`src/rtl/mrd_pkg.sv`:
```
package mrd_pkg;
  typedef enum logic [1:0] {
    RT_NONE = 2'd0,
    RT_256  = 2'd1,
    RT_384  = 2'd2
  } ratio_t;
endpackage

```
`src/rtl/mrd_edge_sync.sv`:
```
module mrd_edge_sync #(
  parameter int STAGES = 2
) (
  input  logic clk,
  input  logic rst_n,
  input  logic async_in,
  output logic rise_o
);
  logic [STAGES-1:0] sync_q, sync_d;
  logic              last_q, last_d;

  always_comb begin
    sync_d = {sync_q[STAGES-2:0], async_in};
    last_d = sync_q[STAGES-1];
  end

  always_ff @(posedge clk or negedge rst_n) begin
    if (!rst_n) begin
      sync_q <= '0;
      last_q <= 1'b0;
    end else begin
      sync_q <= sync_d;
      last_q <= last_d;
    end
  end

  assign rise_o = sync_q[STAGES-1] & ~last_q;
endmodule

```
`src/rtl/mrd_period_meter.sv`:
```
module mrd_period_meter
  import mrd_pkg::*;
#(
  parameter int TIMEOUT    = 1024,
  parameter int LOW_RATIO  = 256,
  parameter int HIGH_RATIO = 384,
  parameter int TOL        = 4
) (
  input  logic   clk,
  input  logic   rst_n,
  input  logic   rise_i,
  output logic   meas_stb_o,
  output ratio_t meas_cls_o,
  output logic   lost_o
);
  localparam int CNT_W = $clog2(TIMEOUT) + 1;
  localparam logic [CNT_W-1:0] CNT_LIM = CNT_W'(TIMEOUT - 1);
  localparam logic [CNT_W-1:0] LO_MIN  = CNT_W'(LOW_RATIO - TOL);
  localparam logic [CNT_W-1:0] LO_MAX  = CNT_W'(LOW_RATIO + TOL);
  localparam logic [CNT_W-1:0] HI_MIN  = CNT_W'(HIGH_RATIO - TOL);
  localparam logic [CNT_W-1:0] HI_MAX  = CNT_W'(HIGH_RATIO + TOL);

  logic [CNT_W-1:0] cnt_q, cnt_d;
  logic             ref_q, ref_d;
  logic             stb_q, stb_d;
  ratio_t           cls_q, cls_d;
  logic [CNT_W-1:0] period;

  always_comb begin
    period = cnt_q + CNT_W'(1);
    cnt_d  = cnt_q;
    ref_d  = ref_q;
    stb_d  = 1'b0;
    cls_d  = cls_q;
    lost_o = 1'b0;
    if (rise_i) begin
      cnt_d = '0;
      ref_d = 1'b1;
      if (ref_q) begin
        stb_d = 1'b1;
        if (period >= LO_MIN && period <= LO_MAX)      cls_d = RT_256;
        else if (period >= HI_MIN && period <= HI_MAX) cls_d = RT_384;
        else                                           cls_d = RT_NONE;
      end
    end else if (ref_q) begin
      if (cnt_q == CNT_LIM) begin
        ref_d  = 1'b0;
        lost_o = 1'b1;
      end else begin
        cnt_d = cnt_q + CNT_W'(1);
      end
    end
  end

  always_ff @(posedge clk or negedge rst_n) begin
    if (!rst_n) begin
      cnt_q <= '0;
      ref_q <= 1'b0;
      stb_q <= 1'b0;
      cls_q <= RT_NONE;
    end else begin
      cnt_q <= cnt_d;
      ref_q <= ref_d;
      stb_q <= stb_d;
      cls_q <= cls_d;
    end
  end

  assign meas_stb_o = stb_q;
  assign meas_cls_o = cls_q;
endmodule

```
`src/rtl/mrd_ratio_lock.sv`:
```
module mrd_ratio_lock
  import mrd_pkg::*;
(
  input  logic   clk,
  input  logic   rst_n,
  input  logic   meas_stb_i,
  input  ratio_t meas_cls_i,
  input  logic   lost_i,
  output ratio_t ratio_o
);
  ratio_t ratio_q, ratio_d;
  ratio_t cand_q, cand_d;
  logic   candv_q, candv_d;

  always_comb begin
    ratio_d = ratio_q;
    cand_d  = cand_q;
    candv_d = candv_q;
    if (lost_i) begin
      ratio_d = RT_NONE;
      candv_d = 1'b0;
    end else if (meas_stb_i) begin
      if (meas_cls_i == RT_NONE) begin
        ratio_d = RT_NONE;
        candv_d = 1'b0;
      end else begin
        if (candv_q && cand_q == meas_cls_i) ratio_d = meas_cls_i;
        cand_d  = meas_cls_i;
        candv_d = 1'b1;
      end
    end
  end

  always_ff @(posedge clk or negedge rst_n) begin
    if (!rst_n) begin
      ratio_q <= RT_NONE;
      cand_q  <= RT_NONE;
      candv_q <= 1'b0;
    end else begin
      ratio_q <= ratio_d;
      cand_q  <= cand_d;
      candv_q <= candv_d;
    end
  end

  assign ratio_o = ratio_q;
endmodule

```
`src/rtl/mrd_enable_gen.sv`:
```
module mrd_enable_gen
  import mrd_pkg::*;
#(
  parameter int LOW_RATIO  = 256,
  parameter int HIGH_RATIO = 384
) (
  input  logic   clk,
  input  logic   rst_n,
  input  logic   pd_i,
  input  ratio_t ratio_i,
  output logic   en_o
);
  localparam int PH_N = HIGH_RATIO / (HIGH_RATIO - LOW_RATIO);
  localparam int PH_W = $clog2(PH_N);
  localparam logic [PH_W-1:0] PH_LAST = PH_W'(PH_N - 1);

  logic [PH_W-1:0] phase_q, phase_d;
  logic            run_hi;

  always_comb begin
    run_hi = !pd_i && (ratio_i == RT_384);
    if (!run_hi)                phase_d = '0;
    else if (phase_q == PH_LAST) phase_d = '0;
    else                        phase_d = phase_q + PH_W'(1);
  end

  always_ff @(posedge clk or negedge rst_n) begin
    if (!rst_n) phase_q <= '0;
    else        phase_q <= phase_d;
  end

  assign en_o = !pd_i && ((ratio_i == RT_256) ||
                          (ratio_i == RT_384 && phase_q != PH_LAST));
endmodule

```
`src/rtl/mclk_ratio_detect.sv`:
```
module mclk_ratio_detect
  import mrd_pkg::*;
#(
  parameter int SYNC_STAGES = 2,
  parameter int TIMEOUT     = 1024,
  parameter int LOW_RATIO   = 256,
  parameter int HIGH_RATIO  = 384,
  parameter int TOL         = 4
) (
  input  logic mclk,
  input  logic rst_n,
  input  logic frame_clk,
  input  logic standby,
  output logic pwr_down,
  output logic ratio_384,
  output logic en_256
);
  logic [1:0] rst_sync_q;
  logic       rst_int_n;
  logic       rise_w;
  logic       meas_stb_w;
  ratio_t     meas_cls_w;
  logic       lost_w;
  ratio_t     ratio_w;
  logic       stby_q, stby_d;

  always_ff @(posedge mclk or negedge rst_n) begin
    if (!rst_n) rst_sync_q <= 2'b00;
    else        rst_sync_q <= {rst_sync_q[0], 1'b1};
  end
  assign rst_int_n = rst_sync_q[1];

  mrd_edge_sync #(.STAGES(SYNC_STAGES)) u_sync (
    .clk      (mclk),
    .rst_n    (rst_int_n),
    .async_in (frame_clk),
    .rise_o   (rise_w)
  );

  mrd_period_meter #(
    .TIMEOUT    (TIMEOUT),
    .LOW_RATIO  (LOW_RATIO),
    .HIGH_RATIO (HIGH_RATIO),
    .TOL        (TOL)
  ) u_meter (
    .clk        (mclk),
    .rst_n      (rst_int_n),
    .rise_i     (rise_w),
    .meas_stb_o (meas_stb_w),
    .meas_cls_o (meas_cls_w),
    .lost_o     (lost_w)
  );

  mrd_ratio_lock u_lock (
    .clk        (mclk),
    .rst_n      (rst_int_n),
    .meas_stb_i (meas_stb_w),
    .meas_cls_i (meas_cls_w),
    .lost_i     (lost_w),
    .ratio_o    (ratio_w)
  );

  always_comb stby_d = standby;

  always_ff @(posedge mclk or negedge rst_int_n) begin
    if (!rst_int_n) stby_q <= 1'b1;
    else            stby_q <= stby_d;
  end

  assign pwr_down  = stby_q | (ratio_w == RT_NONE);
  assign ratio_384 = (ratio_w == RT_384);

  mrd_enable_gen #(
    .LOW_RATIO  (LOW_RATIO),
    .HIGH_RATIO (HIGH_RATIO)
  ) u_en (
    .clk     (mclk),
    .rst_n   (rst_int_n),
    .pd_i    (pwr_down),
    .ratio_i (ratio_w),
    .en_o    (en_256)
  );
endmodule

```
`config.mk`:
```
export PLATFORM = sky130hd
export DESIGN_NAME = mclk_ratio_detect
export DESIGN_NICKNAME = d
export VERILOG_FILES = /design/src/rtl/mrd_pkg.sv /design/src/rtl/mrd_edge_sync.sv /design/src/rtl/mrd_period_meter.sv /design/src/rtl/mrd_ratio_lock.sv /design/src/rtl/mrd_enable_gen.sv /design/src/rtl/mclk_ratio_detect.sv
export SDC_FILE = /design/constraint.sdc
export NUM_CORES = 1
export LEC_CHECK = 0
export BUFFER_PORTS_ARGS = -buffer_cell sky130_fd_sc_hd__buf_2
export CORE_AREA = 2 2 55 57
export CTS_CLUSTER_DIAMETER = 80
export DETAILED_ROUTE_END_ITERATION = 10
export DIE_AREA = 0 0 57 59
export HOLD_SLACK_MARGIN = 0.12
export PLACE_DENSITY = 0.75
export SYNTH_ARGS = -nofsm -noshare
export SYNTH_HDL_FRONTEND = slang
export SYNTH_HIERARCHICAL = 1
export SYNTH_SLANG_ARGS = --single-unit
```
`constraint.sdc`:
```
create_clock -name mclk -period 1.6 [get_ports mclk]
set_input_delay 0.48 -clock mclk [delete_from_list [all_inputs] [get_ports mclk]]
set_output_delay 0.48 -clock mclk [all_outputs]
set_load 0.02 [all_outputs]
```
# Word level (Yosys, flattened, before mapping)
# Cells that the tools add are included.
[totals]
ff_bits = 28
inputBits = 4
elab_cells = 69
[classes]
n_addsub = 2
order_cmp = 4
eq_ne = 7
mux = 22
bitwise_logic = 5
n_reduce_logical = 17
[ops]
columns = ["op", "count"]
rows = [
  ["$mux 11", 3],
  ["$le 11x9->1 const B", 2],
  ["$mux 2", 8],
  ["$add 11x1->11 const B", 1],
  ["$eq 11x10->1 const B", 1],
  ["$ge 11x8->1 const B", 1],
  ["$ge 11x9->1 const B", 1],
  ["$mux 1", 11],
  ["$logic_and 1x1->1", 6],
  ["$reduce_and 2->1", 3],
  ["$eq 2x2->1 const B", 2],
  ["$logic_not 2->1", 2],
  ["$ne 2x2->1 const B", 2],
  ["$reduce_bool 2->1", 2],
  ["$not 1->1", 3],
  ["$reduce_and 3->1", 1],
  ["$reduce_bool 3->1", 1],
  ["$add 2x1->2 const B", 1],
  ["$eq 2x1->1 const B", 1],
  ["$eq 2x2->1", 1],
  ["$and 1x1->1", 1],
  ["$logic_not 1->1", 1],
  ["$logic_or 1x1->1", 1],
  ["$or 1x1->1", 1],
]

# Depth between registers and ports, before layout
# Gate-level depths: netlist (run 1).
[logic_depth]
ltp_word = 6
mapped_depth = 10
ltp_nobuf = 9

# Modules after synthesis
# The synthesis (run 1) kept the hierarchy.
[by_module_without_submodules]
columns = ["module", "n_inst", "cells_each", "area_per_inst_um2", "seq_area_each_um2"]
rows = [
  ["mrd_period_meter", 1, 107, 1001.0, 375.4],
  ["mrd_ratio_lock", 1, 29, 276.5, 125.1],
  ["mrd_enable_gen", 1, 9, 107.6, 50.0],
  ["mclk_ratio_detect", 1, 6, 93.8, 76.3],
  ["mrd_edge_sync", 1, 4, 88.8, 75.1],
]

# Worst setup path before layout (run 1)
# OpenSTA, ideal clock, no wires.
[synth_timing]
path_kind = "register -> register"
start = "reg u_meter.cnt_q[0]"
end = "reg u_lock.ratio_q[1] (netlist: u_lock/ratio_o[1])"
setup_time_ns = 0.120
arrival_time_ns = 1.953
required_ns = 1.480
path_slack_ns = -0.473
stages_incl_launch_ff = 10
synth_period_minus_slack_ns = 2.073
cell_sequence = "dfrtp_1 > ha_1 > nand4_1 > or2_1 > buf_6 > nor2_1 > nand2_1 > nor3_1 > inv_1 > a31o_1"
[synth_between]
elab_chain_cells = 6
elab_cells_between_ends = 8
cone_classes = "eq/ne: 1; mux: 4; reduce/logical: 3"
[synth_lines]
columns = ["item", "line", "source"]
rows = [
  ["start: declaration", "mrd_period_meter.sv:23", "logic [CNT_W-1:0] cnt_q, cnt_d;"],
  ["start signal: assignment", "mrd_period_meter.sv:62", "cnt_q <= cnt_d;"],
  ["$eq 11x10->1 *", "mrd_period_meter.sv:46", "if (cnt_q == CNT_LIM) begin"],
  ["$mux 1 *", "mrd_period_meter.sv:46", ""],
  ["$mux 1 *", "mrd_period_meter.sv:45", "end else if (ref_q) begin"],
  ["$mux 1 *", "mrd_period_meter.sv:36", "if (rise_i) begin"],
  ["named net lost_w", "mclk_ratio_detect.sv:23", "logic lost_w;"],
  ["$reduce_bool 3->1 (no line) / $reduce_bool 2->1 (equally long branches)", "--", ""],
  ["$reduce_and 2->1 (no line)", "--", ""],
  ["end signal: assignment", "mrd_ratio_lock.sv:40", "ratio_q <= ratio_d;"],
  ["end: declaration", "mrd_ratio_lock.sv:11", "ratio_t ratio_q, ratio_d;"],
]
# The timed path passes the listed nets; every way through them passes the cells marked *.
# A chain may end at the register's enable or synchronous reset.

# Worst setup path in the final report (run 1)
[layout_timing]
start = "reg u_meter.cnt_q[1]"
end = "reg u_meter.cnt_q[8]"
[layout_between]
elab_chain_cells = 4
elab_cells_between_ends = 7
cone_classes = "add/sub: 1; eq/ne: 2; mux: 3; reduce/logical: 1"
[layout_lines]
columns = ["item", "line", "source"]
rows = [
  ["$add 11x1->11", "mrd_period_meter.sv:50", "cnt_d = cnt_q + CNT_W'(1);"],
  ["$mux 11", "mrd_period_meter.sv:46", ""],
  ["$mux 11", "mrd_period_meter.sv:45", ""],
  ["$mux 11", "mrd_period_meter.sv:36", ""],
]
# Several ways; a longest one is shown, not always the timed one. The select of a mux whose other input is x is not followed.

==> results of run 1 <==
==> report_power, final <==
group	switching [W]	internal, W	total [W]	leakage, nW
Combinational	0.000312	0.000364	0.000676	0.513
Sequential	0.0000683	0.000765	0.000833	0.359
Clock	0.000214	0.000254	0.000468	0.0279
==> layout by cell type, fill, tap and decap left out, drive strengths merged, types with 4 or more instances in the layout <==
master	count
nand3b	5
nand3	8
nor2	13
nand2	18
inv	4
or3	4
xnor2	4
and3	4
dfrtp	27
o21ai	9
buf	38
xor2	8
a21oi	7
==> area by class of cell <==
type	instances	area, µm²
Multi-Input combinational cell	118	964.7
Clock inverter	1	30.03
Clock buffer	3	22.52
Fill cell	172	611.8
Tap cell	31	38.79
Timing Repair Buffer	39	321.6
Sequential cell	28	705.7
Inverter	4	15.01
==> cell families after synthesis <==
| kind of cell | count (synthesis) |
|---|---|
| simple gates | 73 |
| buf+inv | 9 |
| xor+xnor | 12 |
| mux | 1 |
| flops | 28 |
| compound gates | 30 |
| other cells | 1 |
| fa+ha+maj | 1 |
==> flip-flops by register name, summed over array words and instances (netlist names), 2 cells and up <==
| register | flops |
|---|---|
| u_lock/cand_q | 2 |
| u_en/phase_q | 2 |
| rst_sync_q | 2 |
| u_lock/ratio_o | 2 |
| u_sync/sync_q | 2 |
| u_meter/meas_cls_o | 2 |
| u_meter/cnt_q | 11 |
==> path summary, 6_finish.rpt <==
check / end / from
worst max register to register: u_meter/cnt_q[8]$_DFFE_PN0P_ / u_meter/cnt_q[1]$_DFFE_PN0P_
worst min register to register: u_meter/cnt_q[7]$_DFFE_PN0P_ / rst_sync_q[1]$_DFF_PN0_
worst max-delay path: u_meter/cnt_q[8]$_DFFE_PN0P_ / u_meter/cnt_q[1]$_DFFE_PN0P_
min in group asynchronous: u_meter/cnt_q[7]$_DFFE_PN0P_ / rst_sync_q[1]$_DFF_PN0_
max in group asynchronous: rst_sync_q[1]$_DFF_PN0_ / rst_n
worst min-delay path: stby_q$_DFF_PN1_ / standby
==> cells in the mapped netlist (all sizes together) (2+ instances only) <==
cell type | number | share of area [%]
o21ai | 9 | 2.9
a22o | 2 | 1.1
a21oi | 7 | 2.2
or2b | 2 | 0.96
buf | 3 | 2.2
and3 | 4 | 2.0
or2 | 2 | 0.80
and2b | 2 | 0.96
and2 | 3 | 1.2
dfrtp | 27 | 43
xor2 | 8 | 4.5
nand4 | 2 | 0.80
nand3 | 8 | 3.5
nand2 | 18 | 4.3
nand3b | 5 | 2.4
inv | 4 | 0.96
xnor2 | 4 | 2.7
nor2b | 3 | 1.7
nand2b | 2 | 0.96
or3 | 4 | 1.7
nor2 | 13 | 3.1
==> critical path, stage by stage, from the launching register on <==
cell and delay (ps):
dfrtp_2 470, ha_4 180, nand4_1 160, or2_4 210
o31ai_4 100, buf_6 150, or3_2 430, a21oi_2 150
==> metal layers <==
| layer | GRT usage (%) | vias to the layer above |
|---|---|---|
| met5 | 0 | - |
| met4 | 14.95 | 0 |
| met3 | 3.275 | 15 |
| met2 | 44.01 | 31 |
| met1 | 28.18 | 645 |
| li1 | - | 614 |
==> repair_timing <==
action | in CTS | in global routing
hold buffers | 1 | 0
pin swaps | 19 | 11
setup buffers | 9 | 1
endpoints found under the setup margin | 21 | 22
resized for setup | 29 | 17
endpoints found under the hold margin | 2 | 0
==> stage by stage <==
step	power, W	cell area, µm²	instances
floorplan	0.001160	1607	155
global placement	0.001308	1790	210
detailed placement	0.001340	1790	210
CTS	0.001926	2023	223
global route	0.002069	2098	224
finish	0.001977	2098	224
==> results.txt, run 1 <==
outcome -> finished, violations left
failing checks -> setup timing
dpl ws -> -227.5 ps
Die Area -> 0.003363 mm²
Die Height -> 59 µm
Final Hold Vio Count -> 0
root buf cell -> clkbuf_4
WL per Instance -> 17.58 µm
Port Buffers -> 6
simple-gate share of the synthesized area -> 27.29%
Peak Freq -> 522.9 MHz
Core Footprint -> 0.002710 mm²
Crit Path Category -> reg -> reg
Final WS setup -> -312.4 ps
CTS Buffer Depth -> 2
Remaining DRCs -> 0
Ports -> 7
post-synthesis cell area -> 0.001568 mm²
Clock Pin Slew Worst Setup and Hold Paths -> 150 ps
std cell rows -> 19
Layout area overhead -> 33.84%
nets@finish -> 199
Starting Density -> 57.85%
worst vdd ir -> 1242 µV
CTS tree -> yes
main combinational cell family by area after synthesis -> simple AND/OR/NAND/NOR gates
cts bufs inserted -> 3
largest net degree at the start of global routing -> 27
n_diodes -> 0
asr flop ratio synth -> 100.0%
Leak -> 0.9004 nW
Critical Path Fanout Max -> 6
Routed Antenna Nets -> 0
Cell variety after synth -> 53
Pwr per Cell Area -> 942.1 mW/mm²
gpl congestion -> 0.8604
setup_tns -> -4838 ps
Most used DFF post-synth -> dfrtp_1
area share of fa/ha/maj cells after synthesis -> 0.7981%
R2R Setup Slk -> -310 ps
yosys warns -> 6
die width -> 57 µm
Post-Route WL -> 3.938 mm
CTS H-tree lvls -> 1
R2R cell count -> 7
syn nets -> 160
# clock sinks -> 28
first-pass GRT wire length -> 6.258 mm
Initial DRT Pass Iterations -> 4
max layer used -> met4
Avg Vias per Cell -> 5.826
mux contribution to synthesized area -> 0.7183%
CP Data Required Time -> 1880 ps
Final Max Slew Viols -> 0
Mapped Avg Cell Area -> 10.11 µm²
Iter 0 DRT Violations -> 44
post-route minimum period -> 1912 ps
hold slack -> 217.1 ps
Post-Route M1 WL -> 1.592 mm
Worst Setup Start Kind -> register
met2 WL post-DR -> 2.024 mm
Post-Synthesis Cells -> 155
Critical Path AT -> 2190 ps
post-synthesis compound-gate area fraction -> 14.37%
post-synthesis sequential area ratio -> 44.77%
Crit. End Element -> register
RSZ-0062 raised after global routing -> true
clock latency on the worst-skew pair -> 340 ps
#FFs+latches synth -> 28
initial antenna violation count -> 0
HP Class -> in -> reg
fraction of layout instances using a drive strength above 1 -> 46.11%
Post-synth EDFFs -> 0
final setup vio count -> 22
worst hold path depth -> 1
Vias -> 1305
skew final -> 4.508 ps
total track usage -> 24.65%
XOR/XNOR Fraction of Synth Area -> 7.183%
Max Cap Viol -> 0
vias in the first global route -> 1364
WL met3 -> 126 µm
Remaining Overflow, GRT -> 0
fin crit share -> 119.5%
Core Util, Final -> 77.42%
DP HPWL -> 2.307 mm
Note: power is estimated with default switching activity, not from simulation.
==> run 2, diff against run 1 <==
==> constraint.sdc (replaced) <==
create_clock -name mclk -period 1.8 [get_ports mclk]
set_input_delay 0.54 -clock mclk [delete_from_list [all_inputs] [get_ports mclk]]
set_output_delay 0.54 -clock mclk [all_outputs]
set_load 0.02 [all_outputs]
==> run 2 against run 1 <==
The flow still finishes with violations (setup timing). Final cell count is 5.8% lower. Critical path depth stayed put. Combinational power is 26% lower. Sequential power is 12% lower. Clock power is 13% lower. Via count is 8.4% lower. Highest routed layer unchanged.
==> results.txt, run 2 (same netlist as run 1, synthesis figures left out) <==
post-route minimum period -> 1901 ps (-11.68 ps)
DP HPWL -> 2.085 mm (-9.6%)
Crit path max-delay family -> flip-flops
Max Cap Viol -> 0 (unchanged)
Biggest register -> u_meter/cnt_q
Leak -> 0.8354 nW (-7.2%)
WL per Instance -> 15.79 µm (-10%)
Initial DRT Pass Iterations -> 4 (unchanged)
Crit. End Element -> register
Clock Pin Slew Worst Setup and Hold Paths -> 150 ps (about the same)
Die Height -> 59 µm (unchanged)
clock latency on the worst-skew pair -> 320 ps (-20 ps)
Worst Setup Start Kind -> register
hold slack -> 241.9 ps (+24.76 ps)
Core Footprint -> 0.002710 mm² (unchanged)
Final Max Slew Viols -> 0 (unchanged)
largest net degree at the start of global routing -> 27 (unchanged)
post-route cell area -> 0.001966 mm² (-6.3%)
std cell rows -> 19 (unchanged)
Cell Chain, Critical Path -> buf_6 > buf_6 > and4_4 > nand3_4 > xor2_2 > mux2_4 > a32o_1
initial antenna violation count -> 0 (unchanged)
die width -> 57 µm (unchanged)
fillers -> 184 (+7.0%)
CTS H-tree lvls -> 1 (unchanged)
nets@finish -> 186 (-6.5%)
Pwr per Cell Area -> 836.0 mW/mm² (-11%)
most common cell after layout, fill and taps aside -> dfrtp_1
CP Data Required Time -> 2030 ps (+150 ps)
Ports -> 7 (unchanged)
total power -> 0.001643 W (-17%)
Post-Route WL -> 3.332 mm (-15%)
Critical Path Fanout Max -> 6 (unchanged)
Critical Path Slowest Stage Cell -> dfrtp_2
# clock sinks -> 28 (unchanged)
outcome -> finished, violations left
cts bufs inserted -> 3 (unchanged)
max reg flops -> 11 (unchanged)
CTS tree -> yes
failing checks -> setup timing
fin crit share -> 105.6% (-14 points)
Vias -> 1195 (-8.4%)
CTS Buffer Depth -> 2 (unchanged)
Crit Path Category -> reg -> reg
gpl congestion -> 0.8660 (+0.65%)
Iter 0 DRT Violations -> 50 (+14%)
Layout area overhead -> 25.38%
Final Hold Vio Count -> 0 (unchanged)
Placed Area -> 0.001704 mm² (-4.8%)
Starting Density -> 57.85% (unchanged)
Routed Antenna Nets -> 0 (unchanged)
Die Area -> 0.003363 mm² (unchanged)
slowest cell delay on critical path -> 420 ps (-50 ps)
Core Util, Final -> 72.53% (-4.9 points)
Remaining Overflow, GRT -> 0 (unchanged)
crit-path most repeated cell -> buf_6
first-pass GRT wire length -> 5.043 mm (-19%)
vias in the first global route -> 1154 (-15%)
most frequent cells in the layout -> 24 x dfrtp_1, 17 x buf_4, 14 x nand2_1, 11 x nor2_1, 6 x xor2_1
total track usage -> 19.73% (-4.9 points)
worst vdd ir -> 876.1 µV (-29%)
Remaining DRCs -> 0 (unchanged)
root buf cell -> clkbuf_4
n_diodes -> 0 (unchanged)
Avg Vias per Cell -> 5.664 (-2.8%)
RSZ-0062 raised after global routing -> true
fraction of layout instances using a drive strength above 1 -> 41.67% (-4.4 points)
Port Buffers -> 6 (unchanged)
skew final -> 4.570 ps (+0.06192 ps)
Final WS setup -> -100.7 ps (+211.7 ps)
WP buf/inv -> 2 (+1)
Critical Path AT -> 2140 ps (-50 ps)
Peak Freq -> 526.1 MHz (+0.61%)
HP Class -> reg -> async
final setup vio count -> 9 (-59%)
## run 2: cell types whose count changed in the layout (fill, tap and decap cells not counted), sizes merged
cell,before,now
buf,38,25
## run 2: report_power, final
part           internal, W  switching [W]
combinational     0.000265       0.000235
sequential        0.000680      0.0000557
clock             0.000225       0.000183
## run 2: metrics by stage
| stage | setup TNS [ps] | std cells | setup slack, ps |
|---|---|---|---|
| 3_5_place_dp | -236.2 | 201 | -75.79 |
| 3_3_place_gp | -11.14 | 201 | -6.426 |
| 2_1_floorplan | 0 | 155 | 3.803 |
| 6_report | -426.5 | 211 | -100.7 |
| 5_1_grt | -1824 | 211 | -162.6 |
| 4_1_cts | -143.3 | 208 | -129.9 |
## run 2: repair_timing
action / CTS / global route
setup endpoints to repair: 15 / 19
setup buffers: 2 / 4
pin swaps: 1 / 24
resized for setup: 13 / 31
hold buffers: 1 / 0
endpoints found under the hold margin: 2 / 0
## run 2: final timing paths
path | startpoint | to | slack (ps) | depth (start not counted)
max in group asynchronous | rst_n | rst_sync_q[1]$_DFF_PN0_ | 1170 | 2
min in group mclk | standby | stby_q$_DFF_PN1_ | 290 | 1
worst max register to register | u_meter/cnt_q[1]$_DFFE_PN0P_ | u_meter/meas_cls_o[1]$_DFFE_PN0P_ | -100 | 7
worst min-delay path | rst_sync_q[1]$_DFF_PN0_ | u_sync/sync_q[1]$_DFF_PN0_ | 240 | 1
worst max-delay path | u_meter/cnt_q[1]$_DFFE_PN0P_ | u_meter/meas_cls_o[1]$_DFFE_PN0P_ | -100 | 7
worst min register to register | rst_sync_q[1]$_DFF_PN0_ | u_sync/sync_q[1]$_DFF_PN0_ | 240 | 1
## run 2: final cells by class
type	instances	area (µm²)	share of cell area, %
well taps	31	38.79	1.973
repair buffers	26	209.0	10.63
multi-input cells	118	944.7	48.06
flip-flops and latches	28	705.7	35.90
inverters	4	15.01	0.7638
clock inverters	1	30.03	1.528
clock buffers	3	22.52	1.146
## run 2: routing by layer
| metal | track usage [%] | share of wire, % | vias to the layer above |
|---|---|---|---|
| met4 | 6.977 | 1.8 | 0 |
| met3 | 1.965 | 3.2 | 9 |
| met5 | 0 | 0 | - |
| met2 | 36.62 | 54 | 26 |
| met1 | 23.95 | 41 | 574 |
| li1 | - | - | 586 |
